[config.mk]
export PLATFORM = sky130hd
export DESIGN_NAME = dbg_session_ctl
export DESIGN_NICKNAME = d
export VERILOG_FILES = /design/src/rtl/dbg_pkg.sv /design/src/rtl/dbg_seq_fsm.sv /design/src/rtl/dbg_trace_cnt.sv /design/src/rtl/dbg_win_sel.sv /design/src/rtl/dbg_session_ctl.sv
export SDC_FILE = /design/constraint.sdc
export NUM_CORES = 1
export LEC_CHECK = 0
export ABC_CLOCK_PERIOD_IN_PS = 2550
export CELL_PAD_IN_SITES_DETAIL_PLACEMENT = 0
export CELL_PAD_IN_SITES_GLOBAL_PLACEMENT = 1
export CORE_MARGIN = 2
export CORE_UTILIZATION = 33
export DETAILED_ROUTE_END_ITERATION = 7
export PLACE_DENSITY_LB_ADDON = 0.25
export SYNTH_ARGS = -nofsm -noshare
export SYNTH_HDL_FRONTEND = slang
export SYNTH_HIERARCHICAL = 1
export SYNTH_SLANG_ARGS = --single-unit
export TNS_END_PERCENT = 50
[constraint.sdc]
create_clock -name clk -period 2.55 [get_ports clk]
set_clock_uncertainty 0.15 [all_clocks]
set_input_delay 0.255 -clock clk [delete_from_list [all_inputs] [get_ports clk]]
set_output_delay 0.255 -clock clk [all_outputs]
set_load 0.01 [all_outputs]
[src/rtl/dbg_pkg.sv]
package dbg_pkg;
    typedef enum logic [1:0] {
        PH_IDLE       = 2'd0,
        PH_RUN        = 2'd1,
        PH_TRACE_WAIT = 2'd2,
        PH_DONE       = 2'd3
    } phase_e;
endpackage

[src/rtl/dbg_seq_fsm.sv]
module dbg_seq_fsm #(
    parameter int SC_W       = 3,
    parameter int FINAL_CODE = 4,
    parameter int ARM_CODE   = 1
) (
    input  logic            clk,
    input  logic            rst_n,
    input  logic            arm_set,
    input  logic            arm_clr,
    input  logic            int_trig_end,
    input  logic            step_vld,
    input  logic [SC_W-1:0] step_code,
    input  logic            brk_en,
    input  logic            trace_en,
    input  logic            trace_done,
    output logic            armed,
    output logic [SC_W-1:0] state_code,
    output logic            brk_req
);
    import dbg_pkg::*;

    localparam logic [SC_W-1:0] FIN_C = SC_W'(FINAL_CODE);
    localparam logic [SC_W-1:0] ARM_C = SC_W'(ARM_CODE);

    phase_e          ph_q, ph_d;
    logic [SC_W-1:0] code_d;
    logic            brk_d;

    // state register
    always_ff @(posedge clk or negedge rst_n) begin
        if (!rst_n) ph_q <= PH_IDLE;
        else        ph_q <= ph_d;
    end

    // next state
    always_comb begin
        ph_d = ph_q;
        if (arm_set) begin
            ph_d = PH_RUN;
        end else begin
            unique case (ph_q)
                PH_IDLE: ph_d = PH_IDLE;
                PH_RUN: begin
                    if (int_trig_end || arm_clr)           ph_d = PH_IDLE;
                    else if (step_vld && step_code == FIN_C)
                        ph_d = (brk_en && trace_en) ? PH_TRACE_WAIT : PH_DONE;
                end
                PH_TRACE_WAIT: begin
                    if (int_trig_end || arm_clr) ph_d = PH_IDLE;
                    else if (trace_done)         ph_d = PH_DONE;
                end
                PH_DONE: begin
                    if (int_trig_end || arm_clr) ph_d = PH_IDLE;
                end
                default: ph_d = PH_IDLE;
            endcase
        end
    end

    // outputs: state code and breakpoint pulse
    always_comb begin
        code_d = state_code;
        brk_d  = 1'b0;
        if (arm_set) begin
            code_d = ARM_C;
        end else begin
            unique case (ph_q)
                PH_IDLE: ;
                PH_RUN: begin
                    if (int_trig_end) begin
                        code_d = '0;
                    end else if (!arm_clr && step_vld) begin
                        code_d = step_code;
                        if (step_code == FIN_C && brk_en && !trace_en)
                            brk_d = 1'b1;
                    end
                end
                PH_TRACE_WAIT: begin
                    if (int_trig_end)                 code_d = '0;
                    else if (!arm_clr && trace_done)  brk_d  = 1'b1;
                end
                PH_DONE: begin
                    if (int_trig_end) code_d = '0;
                end
                default: ;
            endcase
        end
    end

    always_ff @(posedge clk or negedge rst_n) begin
        if (!rst_n) begin
            state_code <= '0;
            brk_req    <= 1'b0;
        end else begin
            state_code <= code_d;
            brk_req    <= brk_d;
        end
    end

    assign armed = (ph_q != PH_IDLE);
endmodule

[src/rtl/dbg_trace_cnt.sv]
module dbg_trace_cnt #(
    parameter int LINES = 64,
    parameter int CNT_W = $clog2(LINES) + 1
) (
    input  logic             clk,
    input  logic             por_n,
    input  logic             sess_rst_n,
    input  logic             armed,
    input  logic             arm_set,
    input  logic             store,
    output logic [CNT_W-1:0] cnt,
    output logic             full
);
    localparam logic [CNT_W-1:0] CNT_MAX = {CNT_W{1'b1}};
    localparam logic [CNT_W-1:0] FULL_AT = CNT_W'(LINES);

    logic [CNT_W-1:0] cnt_d;

    always_comb begin
        cnt_d = cnt;
        if (arm_set)                               cnt_d = '0;
        else if (armed && store && cnt != CNT_MAX) cnt_d = cnt + 1'b1;
    end

    always_ff @(posedge clk or negedge sess_rst_n) begin
        if (!sess_rst_n) cnt <= '0;
        else             cnt <= cnt_d;
    end

    // full flag lives on power-on reset only
    always_ff @(posedge clk or negedge por_n) begin
        if (!por_n)       full <= 1'b0;
        else if (arm_set) full <= 1'b0;
        else if (cnt_d >= FULL_AT) full <= 1'b1;
    end
endmodule

[src/rtl/dbg_win_sel.sv]
module dbg_win_sel #(
    parameter int BANKS = 4,
    parameter int SEL_W = $clog2(BANKS)
) (
    input  logic [SEL_W-1:0] bank_sel,
    output logic [BANKS-1:0] cmp_oh,
    output logic [BANKS-1:0] aux_oh
);
    for (genvar i = 0; i < BANKS; i++) begin : g_dec
        assign cmp_oh[i] = (bank_sel == SEL_W'(i));
        assign aux_oh[i] = (bank_sel == SEL_W'(i));
    end
endmodule

[src/rtl/dbg_session_ctl.sv]
module dbg_session_ctl #(
    parameter int SC_W       = 3,
    parameter int FINAL_CODE = 4,
    parameter int LINES      = 64,
    parameter int BANKS      = 4,
    parameter int STAT_W     = 8,
    parameter int CNT_W      = $clog2(LINES) + 1,
    parameter int SEL_W      = $clog2(BANKS)
) (
    input  logic              clk,
    input  logic              por_n,
    input  logic              sys_rst_n,
    input  logic              arm_set,
    input  logic              arm_clr,
    input  logic              int_trig_end,
    input  logic              step_vld,
    input  logic [SC_W-1:0]   step_code,
    input  logic              trace_store,
    input  logic              trace_en,
    input  logic              trace_done,
    input  logic              brk_en,
    input  logic [SEL_W-1:0]  bank_sel,
    output logic [STAT_W-1:0] dbg_status,
    output logic              armed,
    output logic [CNT_W-1:0]  line_cnt,
    output logic              brk_req,
    output logic [BANKS-1:0]  cmp_bank_oh,
    output logic [BANKS-1:0]  aux_reg_oh
);
    localparam int PAD_W = STAT_W - 1 - SC_W;

    logic            sess_rst_n;
    logic [SC_W-1:0] state_code;
    logic            full;

    assign sess_rst_n = por_n & sys_rst_n;

    dbg_seq_fsm #(.SC_W(SC_W), .FINAL_CODE(FINAL_CODE), .ARM_CODE(1)) u_fsm (
        .clk(clk), .rst_n(sess_rst_n), .arm_set(arm_set), .arm_clr(arm_clr),
        .int_trig_end(int_trig_end), .step_vld(step_vld), .step_code(step_code),
        .brk_en(brk_en), .trace_en(trace_en), .trace_done(trace_done),
        .armed(armed), .state_code(state_code), .brk_req(brk_req)
    );

    dbg_trace_cnt #(.LINES(LINES), .CNT_W(CNT_W)) u_cnt (
        .clk(clk), .por_n(por_n), .sess_rst_n(sess_rst_n), .armed(armed),
        .arm_set(arm_set), .store(trace_store), .cnt(line_cnt), .full(full)
    );

    dbg_win_sel #(.BANKS(BANKS), .SEL_W(SEL_W)) u_win (
        .bank_sel(bank_sel), .cmp_oh(cmp_bank_oh), .aux_oh(aux_reg_oh)
    );

    assign dbg_status = {full, {PAD_W{1'b0}}, state_code};
endmodule

## Yosys cells after proc, flatten, opt, wreduce, memory -nomap -nowiden

Index checks and enable logic that the tools add are counted.

- Logic and storage cells: 64
- Output and inout bits: 25
- Bits of input ports: 16
- Register bits: 14

- Bitwise gates (word level): 1
- Order comparisons: 1
- Reductions and logical operators: 19
- Multiplexer cells: 24
- Add/subtract/negate cells: 1
- Eq/ne operators: 13

Operators by type and width:

| operator | count |
|---|---|
| 2-to-1 mux 7 bit | 2 |
| 2-to-1 mux 2 bit | 6 |
| 2-to-1 mux 3 bit | 4 |
| 2-to-1 mux 1 bit | 9 |
| equality test 2 bit, second input constant | 4 |
| logical AND 1 bit | 8 |
| inequality test 4 x 3 -> 1 bit, second input constant | 2 |
| one-hot mux 2 bit (4 select lines) | 1 |
| adder 7 x 1 -> 7 bit, second input constant | 1 |
| greater-or-equal comparator 7 bit, second input constant | 1 |
| inequality test 7 bit, second input constant | 1 |
| one-hot mux 3 bit (2 select lines) | 1 |
| AND reduction 3 bit | 2 |
| equality test 2 x 1 -> 1 bit, second input constant | 2 |
| logical NOT 2 bit | 2 |
| inequality test 4 x 2 -> 1 bit, second input constant | 1 |
| nonzero test 2 bit | 2 |
| equality test 3 bit, second input constant | 1 |
| inequality test 3 x 1 -> 1 bit, second input constant | 1 |
| inequality test 3 x 2 -> 1 bit, second input constant | 1 |
| nonzero test 3 bit | 1 |
| logical NOT 1 bit | 2 |
| one-hot mux 1 bit (2 select lines) | 1 |
| OR reduction 2 bit | 1 |
| 2 further kinds | 2 |

## Longest topological paths before layout

Gate-level depths: netlist of the first run.

- Depth after elaboration: 8
- Mapped depth: 7
- Mapped depth without buffers: 7

## Hierarchy

Netlist of the first run, hierarchy kept.

By module, submodules not included:

| module | cells each | area an instance (µm²) | instances | seq. area each (µm²) |
|---|---|---|---|---|
| dbg_seq_fsm | 44 | 446.7 | 1 | 150.1 |
| dbg_trace_cnt | 38 | 396.6 | 1 | 200.2 |
| dbg_win_sel | 8 | 56.3 | 1 | 0.0 |
| dbg_session_ctl | 7 | 47.5 | 1 | 0.0 |

## Least setup slack after synthesis of the first run

OpenSTA, ideal clock, no wires.

- Path type: register to register
- From: register u_fsm.ph_q[0]
- To: register u_cnt.cnt[5]
- Arrival time: 1.584 ns
- Buffers on the path: 0
- Cell stages (with the launch flop): 8
- Setup slack: 0.739 ns
- Clock period less this slack: 1.811 ns
- Library setup time: 0.078 ns
- Data required time: 2.322 ns
- Path through: dfrtp_1 inv_1 ha_1 inv_1 nand2_1 o21bai_4 or4_1 a21oi_1

- Cells in the longest elaborated chain, start to end: 5

RTL lines:

| item | line | text |
|---|---|---|
| start: declaration | dbg_seq_fsm.sv:25 | `phase_e ph_q, ph_d;` |
| start signal: assignment | dbg_seq_fsm.sv:32 | `else ph_q <= ph_d;` |
| nonzero test 2 bit | dbg_seq_fsm.sv:100 | `assign armed = (ph_q != PH_IDLE);` |
| via armed | dbg_session_ctl.sv:24 | `output logic armed,` |
| logical AND 1 bit (2 in a row) | dbg_trace_cnt.sv:22 | `else if (armed && store && cnt != CNT_MAX) cnt_d = cnt + 1'b1;` |
| 2-to-1 mux 7 bit | dbg_trace_cnt.sv:22 |  |
| 2-to-1 mux 7 bit | dbg_trace_cnt.sv:21 | `if (arm_set) cnt_d = '0;` |
| via u_cnt.cnt_d[5] | dbg_trace_cnt.sv:17 | `logic [CNT_W-1:0] cnt_d;` |
| end signal: assignment | dbg_trace_cnt.sv:27 | `else cnt <= cnt_d;` |
| end: declaration | dbg_trace_cnt.sv:11 | `output logic [CNT_W-1:0] cnt,` |

The timed path passes the listed nets, and every way through them passes these cells.
A chain may end at the register's enable or synchronous reset.

## Final worst setup path of the first run

- From: register u_fsm.ph_q[0]
- To: output port armed

- Cells in the longest elaborated chain, start to end: 1

RTL lines:

| item | line |
|---|---|
| nonzero test 2 bit | dbg_seq_fsm.sv:100 |
| end: declaration | dbg_session_ctl.sv:24 |

Every way passes these cells.

==> reports/qor.yml, run 1 <==
overflow: 0
final_util_pct: 48.6
antenna_found_initial: 0
cts-resized-gates: 0
worst_slew_pin_slew_ps: 605
dr.pass1.iters: 4
die_area_sq_mm: 0.00331
clock_path_buffers: 2
regArea_sq_um: 350
h-tree-depth: 1
drt-total-wl_um: 2000
avgSynthCellArea_sq_um: 9.76
postCtsSetupRepairBufs: 0
drt-initial-drc-count: 21
clock-sinks: 14
relSlewSlack_pct: 59.7
diodes: 0
p_int_uw: 382
p_per_area_mw_per_mm2: 387
die-height_um: 57.6
ys_seq_elements: 14
clock-root-buffer: "clkbuf_4"
final_common_cell: "clkdlybuf4s50_1"
num_rows: 19
yosysWarnings: 6
clock.fmax_mhz: 504
setup_violations: 0
mostFrequentLayoutCells: "clkdlybuf4s50_1, dfrtp_1, nor2_1, nand2_1, inv_1"
cts-hold-fix-buffers: 1
die_w_um: 57.6
grtUsageTotal_pct: 11.6
p_leak_nw: 0.561
ir_drop_v: 0.000233
synth_cell_types: 37
clkLatencyLatePin_ps: 270
synthCells: 97
seq_area_frac_synth_pct: 37.0
finalCriticalPeriod_ps: 1980
switching_share_pct: 25.6
fin_area_sq_mm: 0.00133
cts_tree: "done"
syn_to_final_growth_pct: 40.3
grt_max_degree: 14
cp.required_ps: 2140
finalCritPeriodShare_pct: 77.8
vias_per_cell: 5.03
pwr-share-comb_pct: 23.2
rsz0062_at_grt: "no"
multi_input_area_sq_um: 503
clk_pin_slew_ps: 90
grt_pass1_wl_um: 3020
grt_pass1_vias: 702
gp_congestion: 0.759
p_seq_share_pct: 45.8
tns_ps: 0
wire_per_inst_um: 12.3
finalNetCount: 153
drive_gt1_share_pct: 10.7
maxCapViolCount: 0
path_max_fanout: 4
pwr-share-clk_pct: 31.1
dp_cells: 157
final_max_slew_viol_count: 0
power_uw: 514
placed_cell_area_sq_mm: 0.00128
cp-end-kind: "primary output"
hold_violations: 0
crit_type: "flip-flop to primary output"
cts_buffers: 3
portBuffers: 36
syn_area_sq_um: 947
fin_cells: 162
vias: 815
start_util_pct: 34.6
arrival_ps: 1580
switchingPower_uw: 132
status: "finished, final reports clean"
dpl.hpwl_um: 1570
drtAntennaViolNets: 0
hold_class: "primary input to asynchronous set/reset pin"
io_pins: 41
drcViolationCount: 0
fill_cells: 275
cp-start-kind: "flip-flop"
core_sq_mm: 0.00273
==> flip-flops by register name, indices dropped and copies added (netlist names) <==
signal            flops
u_fsm/state_code      3
u_fsm/brk_req         1
u_cnt/full            1
u_cnt/cnt             7
u_fsm/ph_q            2
==> metrics by stage <==
step | setup slack [ps] | hold WS (ps)
6_report | 566 | 298
5_1_grt | 489 | 368
4_1_cts | 541 | 322
3_5_place_dp | 629 | 268
3_3_place_gp | 681 | 262
2_1_floorplan | 739 | -191
==> cells by family after synthesis <==
family | after synthesis | share of synthesized area, %
XOR/XNOR | 1 | 0.925
buffers and inverters | 17 | 11.1
AND/OR/NAND/NOR | 38 | 24.8
flip-flops | 14 | 37.0
multiplexers | 4 | 4.23
AO/OA/AOI/OAI | 17 | 14.9
other | 1 | 0.396
adder cells (fa/ha/maj) | 5 | 6.61
==> critical path, cell delays in order (launching register included) <==
cell and delay (ps):
dfrtp_1 400, inv_1 80, ha_1 190, inv_1 100, clkdlybuf4s50_1 540
==> layer usage <==
layer,global-route usage [%],wire (um)
met1,14.2,877
met2,19.8,1010
met3,1.59,88
met4,5.98,27
met5,0,0
==> power groups by stage <==
stage	logic, mW	registers [mW]	clock network [mW]
detailed placement	0.119	0.240	0
CTS	0.120	0.235	0.165
finish	0.119	0.235	0.160
floorplan	0.0611	0.241	0
global route	0.129	0.236	0.172
global placement	0.118	0.239	0
==> cell type report <==
cell class | instances | area share (%)
Multi-Input combinational cell | 69 | 37.9
Inverter | 6 | 1.69
Tap cell | 31 | 2.92
Clock buffer | 4 | 2.73
Timing Repair Buffer | 38 | 28.4
Sequential cell | 14 | 26.4
==> cell usage after synthesis (all sizes together) <==
cell type | number | area, sq um
dfrtp | 14 | 350
o211ai | 1 | 7.51
nand4 | 1 | 6.26
nor4 | 1 | 6.26
nand3 | 5 | 35.0
o2111ai | 2 | 17.5
o21ai | 3 | 15.0
buf | 11 | 82.6
nor2b | 1 | 6.26
nor3 | 2 | 10.0
and2b | 1 | 8.76
a221oi | 1 | 15.0
a31oi | 1 | 6.26
nor2 | 11 | 41.3
o31ai | 1 | 7.51
mux2i | 4 | 40.0
xor2 | 1 | 8.76
nor4b | 4 | 50.1
o21bai | 1 | 18.8
and2 | 2 | 13.8
or4 | 1 | 7.51
ha | 5 | 62.6
nand4b | 1 | 8.76
nand2 | 6 | 22.5
inv | 6 | 22.5
nand4bb | 1 | 11.3
a21oi | 4 | 20.0
o32ai | 1 | 16.3
conb | 1 | 3.75
or3 | 1 | 7.51
a21boi | 1 | 7.51
o211a | 1 | 10.0
==> final timing paths <==
check	from	to	slack, ps	depth (start not counted)
worst max-delay path	u_fsm/ph_q[0]	armed	570	4
max in group asynchronous	por_n	u_cnt/cnt[3]	970	3
worst max register to register	u_fsm/ph_q[0]	u_cnt/cnt[5]	650	7
worst min-delay path	sys_rst_n	u_cnt/cnt[6]	300	2
worst min register to register	u_fsm/state_code[0]	u_fsm/state_code[0]	370	2
min in group clk	u_fsm/state_code[0]	u_fsm/state_code[0]	370	2
Note: power is estimated with default switching activity, not from simulation.
==> inputs of run 2 (changes only) <==
- ABC_CLOCK_PERIOD_IN_PS: 2550 -> 1790
- CORE_UTILIZATION: 33 -> 27
- clock period: 2.55 -> 1.79 ns (I/O delays scaled with it)
==> reports/qor.yml, run 2 (synthesized netlist as in run 1, its figures left out) <==
syn_to_final_growth_pct: 53.0
switchingPower_uw: 199  # +51%
switching_share_pct: 26.3  # +0.63 points
cp-end-kind: "primary output"
vias_per_cell: 4.59  # -8.8%
top_register: "u_cnt/cnt"
finalCriticalPeriod_ps: 1740
p_seq_share_pct: 43.7  # -2.1 points
hold_violations: 0  # unchanged
overflow: 0  # unchanged
drive_gt1_share_pct: 20.1  # +9.5 points
drtAntennaViolNets: 0  # unchanged
p_int_uw: 560  # +47%
maxCapViolCount: 0  # unchanged
diodes: 0  # unchanged
grt_max_degree: 14  # unchanged
vias: 849  # +4.2%
critPathMaxStageDelay_ps: 560  # +20 ps
path_cells: "clkdlybuf4s50_1, nor2b_1, clkdlybuf4s50_1"
cts_buffers: 3  # unchanged
grt_pass1_vias: 854  # +22%
grt_pass1_wl_um: 3590  # +19%
status: "finished, final reports clean"
gp_congestion: 0.786  # +3.7%
path_max_fanout: 4  # unchanged
largestRegisters: "u_cnt/cnt (7), u_fsm/state_code (3), u_fsm/ph_q (2)"
drt-initial-drc-count: 22  # +4.8%
drcViolationCount: 0  # unchanged
drt-total-wl_um: 2230  # +12%
crit_buf_inv: 2  # -1
largest_reg_flops: 7  # unchanged
dr.pass1.iters: 4  # unchanged
hold_class: "primary input to asynchronous set/reset pin"
clock.fmax_mhz: 574
pwr-share-clk_pct: 30.3  # -0.8 points
grt_use_met2_pct: 20.9  # +1.1 points
grtUsageTotal_pct: 11.5  # -0.18 points
setup_violations: 0  # unchanged
num_rows: 21  # +2
final_common_cell: "clkdlybuf4s50_1"
clock-root-buffer: "clkbuf_4"
fill_cells: 364  # +32%
mostFrequentLayoutCells: "clkdlybuf4s50_1, dfrtp_1, nor2_1, buf_4, nand2_1"
ir_drop_v: 0.000141  # -39%
core_sq_mm: 0.00336  # +23%
pre_cts_slack_ps: -26.5  # -656 ps
die-height_um: 63.2  # +9.8%
worst_path_most_repeated_cell: "clkdlybuf4s50_1"
final_util_pct: 43.1  # -5.5 points
cpLargestDelayFamily: "buffers and inverters"
die_area_sq_mm: 0.00400  # +21%
met1_usage_pct: 12.4  # -1.8 points
top_usage_layer: "met2"
clock-sinks: 14  # unchanged
io_pins: 41  # unchanged
antenna_found_initial: 0  # unchanged
h-tree-depth: 1  # unchanged
start_util_pct: 28.2  # -6.5 points
die_w_um: 63.2  # +9.8%
portBuffers: 36  # unchanged
dpl.hpwl_um: 1730  # +10%
p_leak_nw: 0.614  # +9.5%
arrival_ps: 1410  # -170 ps
finalNetCount: 161  # +5.2%
final_max_slew_viol_count: 0  # unchanged
wire_per_inst_um: 12.1  # -2.1%
clk_pin_slew_ps: 90  # about the same
crit_path_top_delay_cell: "clkdlybuf4s50_1"
fin_ws_ps: 47.1  # -519 ps
pwr-share-comb_pct: 26.0  # +2.8 points
grtUsageMet3_pct: 3.21  # +1.6 points
p_per_area_mw_per_mm2: 524  # +36%
clkLatencyLatePin_ps: 280  # about the same
finalCritPeriodShare_pct: 97.4
cp.required_ps: 1460  # -680 ps
cp-start-kind: "primary input"
crit_type: "primary input to primary output"
clock_path_buffers: 2  # unchanged
rsz0062_at_grt: "yes"
cts_tree: "done"
-- run 2: changes by cell type in the layout (fill, tap and decap cells not counted), moves of 2 or more --
| cell | before | now |
|---|---|---|
| ha_2 | 0 | 3 |
| buf_4 | 1 | 9 |
| clkdlybuf4s50_1 | 36 | 34 |
| ha_1 | 5 | 2 |
-- run 2: what timing repair did --
item	in CTS	in global routing
hold buffers	1	0
endpoints found under the hold margin	1	0
endpoints found under the setup margin	4	9
buffers inserted	2	0
pin swaps	0	2
resized for setup	1	8
gates cloned	0	0
-- run 2: final timing paths --
check	startpoint	slack [ps]	cells after the start	end
hold / removal	sys_rst_n	150	3	u_cnt/cnt[3]
setup / recovery	bank_sel[1]	50	3	aux_reg_oh[2]
min in group clk	u_cnt/full	370	2	u_cnt/full
hold reg to reg	u_cnt/full	370	2	u_cnt/full
setup reg to reg	u_fsm/ph_q[1]	50	6	u_fsm/state_code[1]
max in group asynchronous	por_n	570	4	u_cnt/cnt[6]
-- run 2: routing by layer --
| layer | wire, um | up-vias |
|---|---|---|
| li1 | - | 415 |
| met1 | 916 | 402 |
| met2 | 1160 | 30 |
| met3 | 146 | 2 |
| met4 | 11 | 0 |
| met5 | 0 | - |
-- run 2: power groups by stage --
stage	clock network, mW	registers, mW	logic (mW)
finish	0.230	0.332	0.197
global route	0.261	0.334	0.215
CTS	0.239	0.332	0.189
detailed placement	0	0.340	0.184
global placement	0	0.339	0.183
floorplan	0	0.343	0.0878
-- run 2: worst reg2reg max path, cell delays in order (launching register included) --
cell and delay, ps:
dfrtp_1 390, buf_4 150, ha_2 250, nor4b_4 310, o32ai_4 150, mux2i_1 170, nor2_1 60
-- run 2: final cells by class --
class	count	area, sq um	area share (%)
tap	46	57.6	3.97
sequential	14	350	24.2
inverter	6	22.5	1.55
multi-input combinational	69	543	37.5
clock buffer	4	36.3	2.50
timing repair buffer	46	439	30.3
-- run 2: metrics by stage --
stage / cells / instance area, sq um / hold slack (ps) / power, mW / TNS, ps
floorplan: 100 / 958 / -267 / 0.431 / 0
CTS: 185 / 1410 / 148 / 0.760 / -8.59
detailed placement: 178 / 1350 / 197 / 0.524 / -26.5
finish: 185 / 1450 / 145 / 0.759 / 0
global placement: 178 / 1350 / 190 / 0.522 / 0
global route: 185 / 1450 / 159 / 0.810 / -100
==> inputs of run 3 (changes only) <==
- ABC_CLOCK_PERIOD_IN_PS: 1790 -> 2200
- CORE_UTILIZATION: 27 -> 33
- clock period: 1.79 -> 2.2 ns (I/O delays scaled with it)
==> reports/qor.yml, run 3 (synthesized netlist as in run 1, its figures left out) <==
num_rows: 19  # -9.5%
diodes: 0  # unchanged
vias_per_cell: 5.05  # +10%
finalCritPeriodShare_pct: 88.6
finalCriticalPeriod_ps: 1950
final_max_slew_viol_count: 0  # unchanged
start_util_pct: 34.6  # +6.5 points
largest_reg_flops: 7  # unchanged
worst_slew_pin_slew_ps: 605
drcViolationCount: 0  # unchanged
p_leak_nw: 0.554  # -9.8%
die_area_sq_mm: 0.00331  # -17%
overflow: 0  # unchanged
p_per_area_mw_per_mm2: 418  # -20%
clkLatencyLatePin_ps: 270  # about the same
regArea_sq_um: 350  # unchanged
timing.hold.ws_ps: 266  # +120 ps
path_cells: "inv_1, ha_1, inv_1, clkdlybuf4s50_1"
die_w_um: 57.6  # -8.9%
crit_path_top_delay_cell: "clkdlybuf4s50_1"
vias: 813  # -4.2%
syn_to_final_growth_pct: 38.8
gp_congestion: 0.733  # -6.8%
tns_ps: 0  # unchanged
dr.pass1.iters: 4  # unchanged
clk_pin_slew_ps: 80  # about the same
mostFrequentLayoutCells: "clkdlybuf4s50_1, dfrtp_1, nor2_1, nand2_1, inv_1"
hold_violations: 0  # unchanged
h-tree-depth: 1  # unchanged
clock-root-buffer: "clkbuf_4"
arrival_ps: 1580  # +170 ps
cp-start-kind: "flip-flop"
core_sq_mm: 0.00273  # -19%
dpl.hpwl_um: 1620  # -6.1%
finalNetCount: 153  # -5.0%
grt_max_degree: 14  # unchanged
antenna_found_initial: 0  # unchanged
maxCapViolCount: 0  # unchanged
grt_pass1_vias: 728  # -15%
drt-total-wl_um: 2020  # -9.7%
portBuffers: 36  # unchanged
drt-initial-drc-count: 19  # -14%
clock.fmax_mhz: 513
die-height_um: 57.6  # -8.9%
crit_buf_inv: 3  # +1
wire_per_inst_um: 12.5  # +3.7%
cts_tree: "done"
grtUsageTotal_pct: 12.7  # +1.2 points
cp-end-kind: "primary output"
setup_violations: 0  # unchanged
largestRegisters: "u_cnt/cnt (7), u_fsm/state_code (3), u_fsm/ph_q (2)"
rsz0062_at_grt: "no"
final_common_cell: "clkdlybuf4s50_1"
status: "finished, final reports clean"
relSlewSlack_pct: 59.6
cpLargestDelayFamily: "buffers and inverters"
clock-sinks: 14  # unchanged
fill_cells: 255  # -30%
cts_buffers: 3  # unchanged
clock_path_buffers: 2  # unchanged
path_max_fanout: 4  # unchanged
hold_class: "primary input to asynchronous set/reset pin"
multi_input_area_sq_um: 503  # -7.4%
cp.required_ps: 1830  # +370 ps
io_pins: 41  # unchanged
crit_type: "flip-flop to primary output"
ir_drop_v: 0.000349  # +150%
grt_pass1_wl_um: 3240  # -9.8%
top_register: "u_cnt/cnt"
drtAntennaViolNets: 0  # unchanged
worst_path_most_repeated_cell: "inv_1"
critPathMaxStageDelay_ps: 540  # -20 ps
drive_gt1_share_pct: 10.0  # -10 points
postCtsSetupRepairBufs: 0  # -2
## run 3: changes by cell type in the layout (fill, tap and decap cells not counted), moves of 2 or more
cell	delta
buf_4	-8
clkdlybuf4s50_1	+2
ha_1	+3
ha_2	-3
## run 3: path summary, 6_finish.rpt
kind	start	to	slack (ps)	cells past startpoint
worst max-delay path	u_fsm/ph_q[0]	armed	250	4
worst min-delay path	sys_rst_n	u_cnt/cnt[1]	270	2
worst max register to register	u_fsm/ph_q[0]	u_cnt/cnt[5]	310	7
worst min register to register	u_fsm/state_code[0]	u_fsm/state_code[0]	360	2
max in group asynchronous	por_n	u_fsm/ph_q[0]	650	3
min in group clk	u_fsm/state_code[0]	u_fsm/state_code[0]	360	2
## run 3: through the flow
step	setup WS, ps	power, mW	std cells	utilization [%]	area, sq um
after floorplan	389	0.350	100	-	958
after global placement	346	0.414	157	46.9	1280
after detailed placement	325	0.416	157	46.9	1280
after CTS	219	0.563	161	48.1	1320
after global routing	153	0.581	161	48.1	1320
final	250	0.550	161	48.1	1320
## run 3: cell type report
cell class / count / area share [%]
tap: 31 / 2.95
clock buffer: 3 / 1.71
sequential: 14 / 26.6
inverter: 6 / 1.71
timing repair buffer: 38 / 28.7
multi-input combinational: 69 / 38.2
## run 3: where the power goes
group / switching [mW] / total (mW) / internal [mW]
Combinational: 0.0609 / 0.138 / 0.0774
Clock: 0.0761 / 0.139 / 0.0633
Sequential: 0.00708 / 0.272 / 0.265
## run 3: layer usage
metal  vias up  GRT usage, %  share of wire, %
li1        401             -                 -
met1       383          15.0                44
met2        27          20.9                50
met3         2          1.59               4.7
met4         0          8.97               1.7
met5         -             0                 0
## run 3: what timing repair did
item                                   CTS  global route
hold buffers                             1             0
endpoints found under the hold margin    1             0
gates resized for setup                  0             0
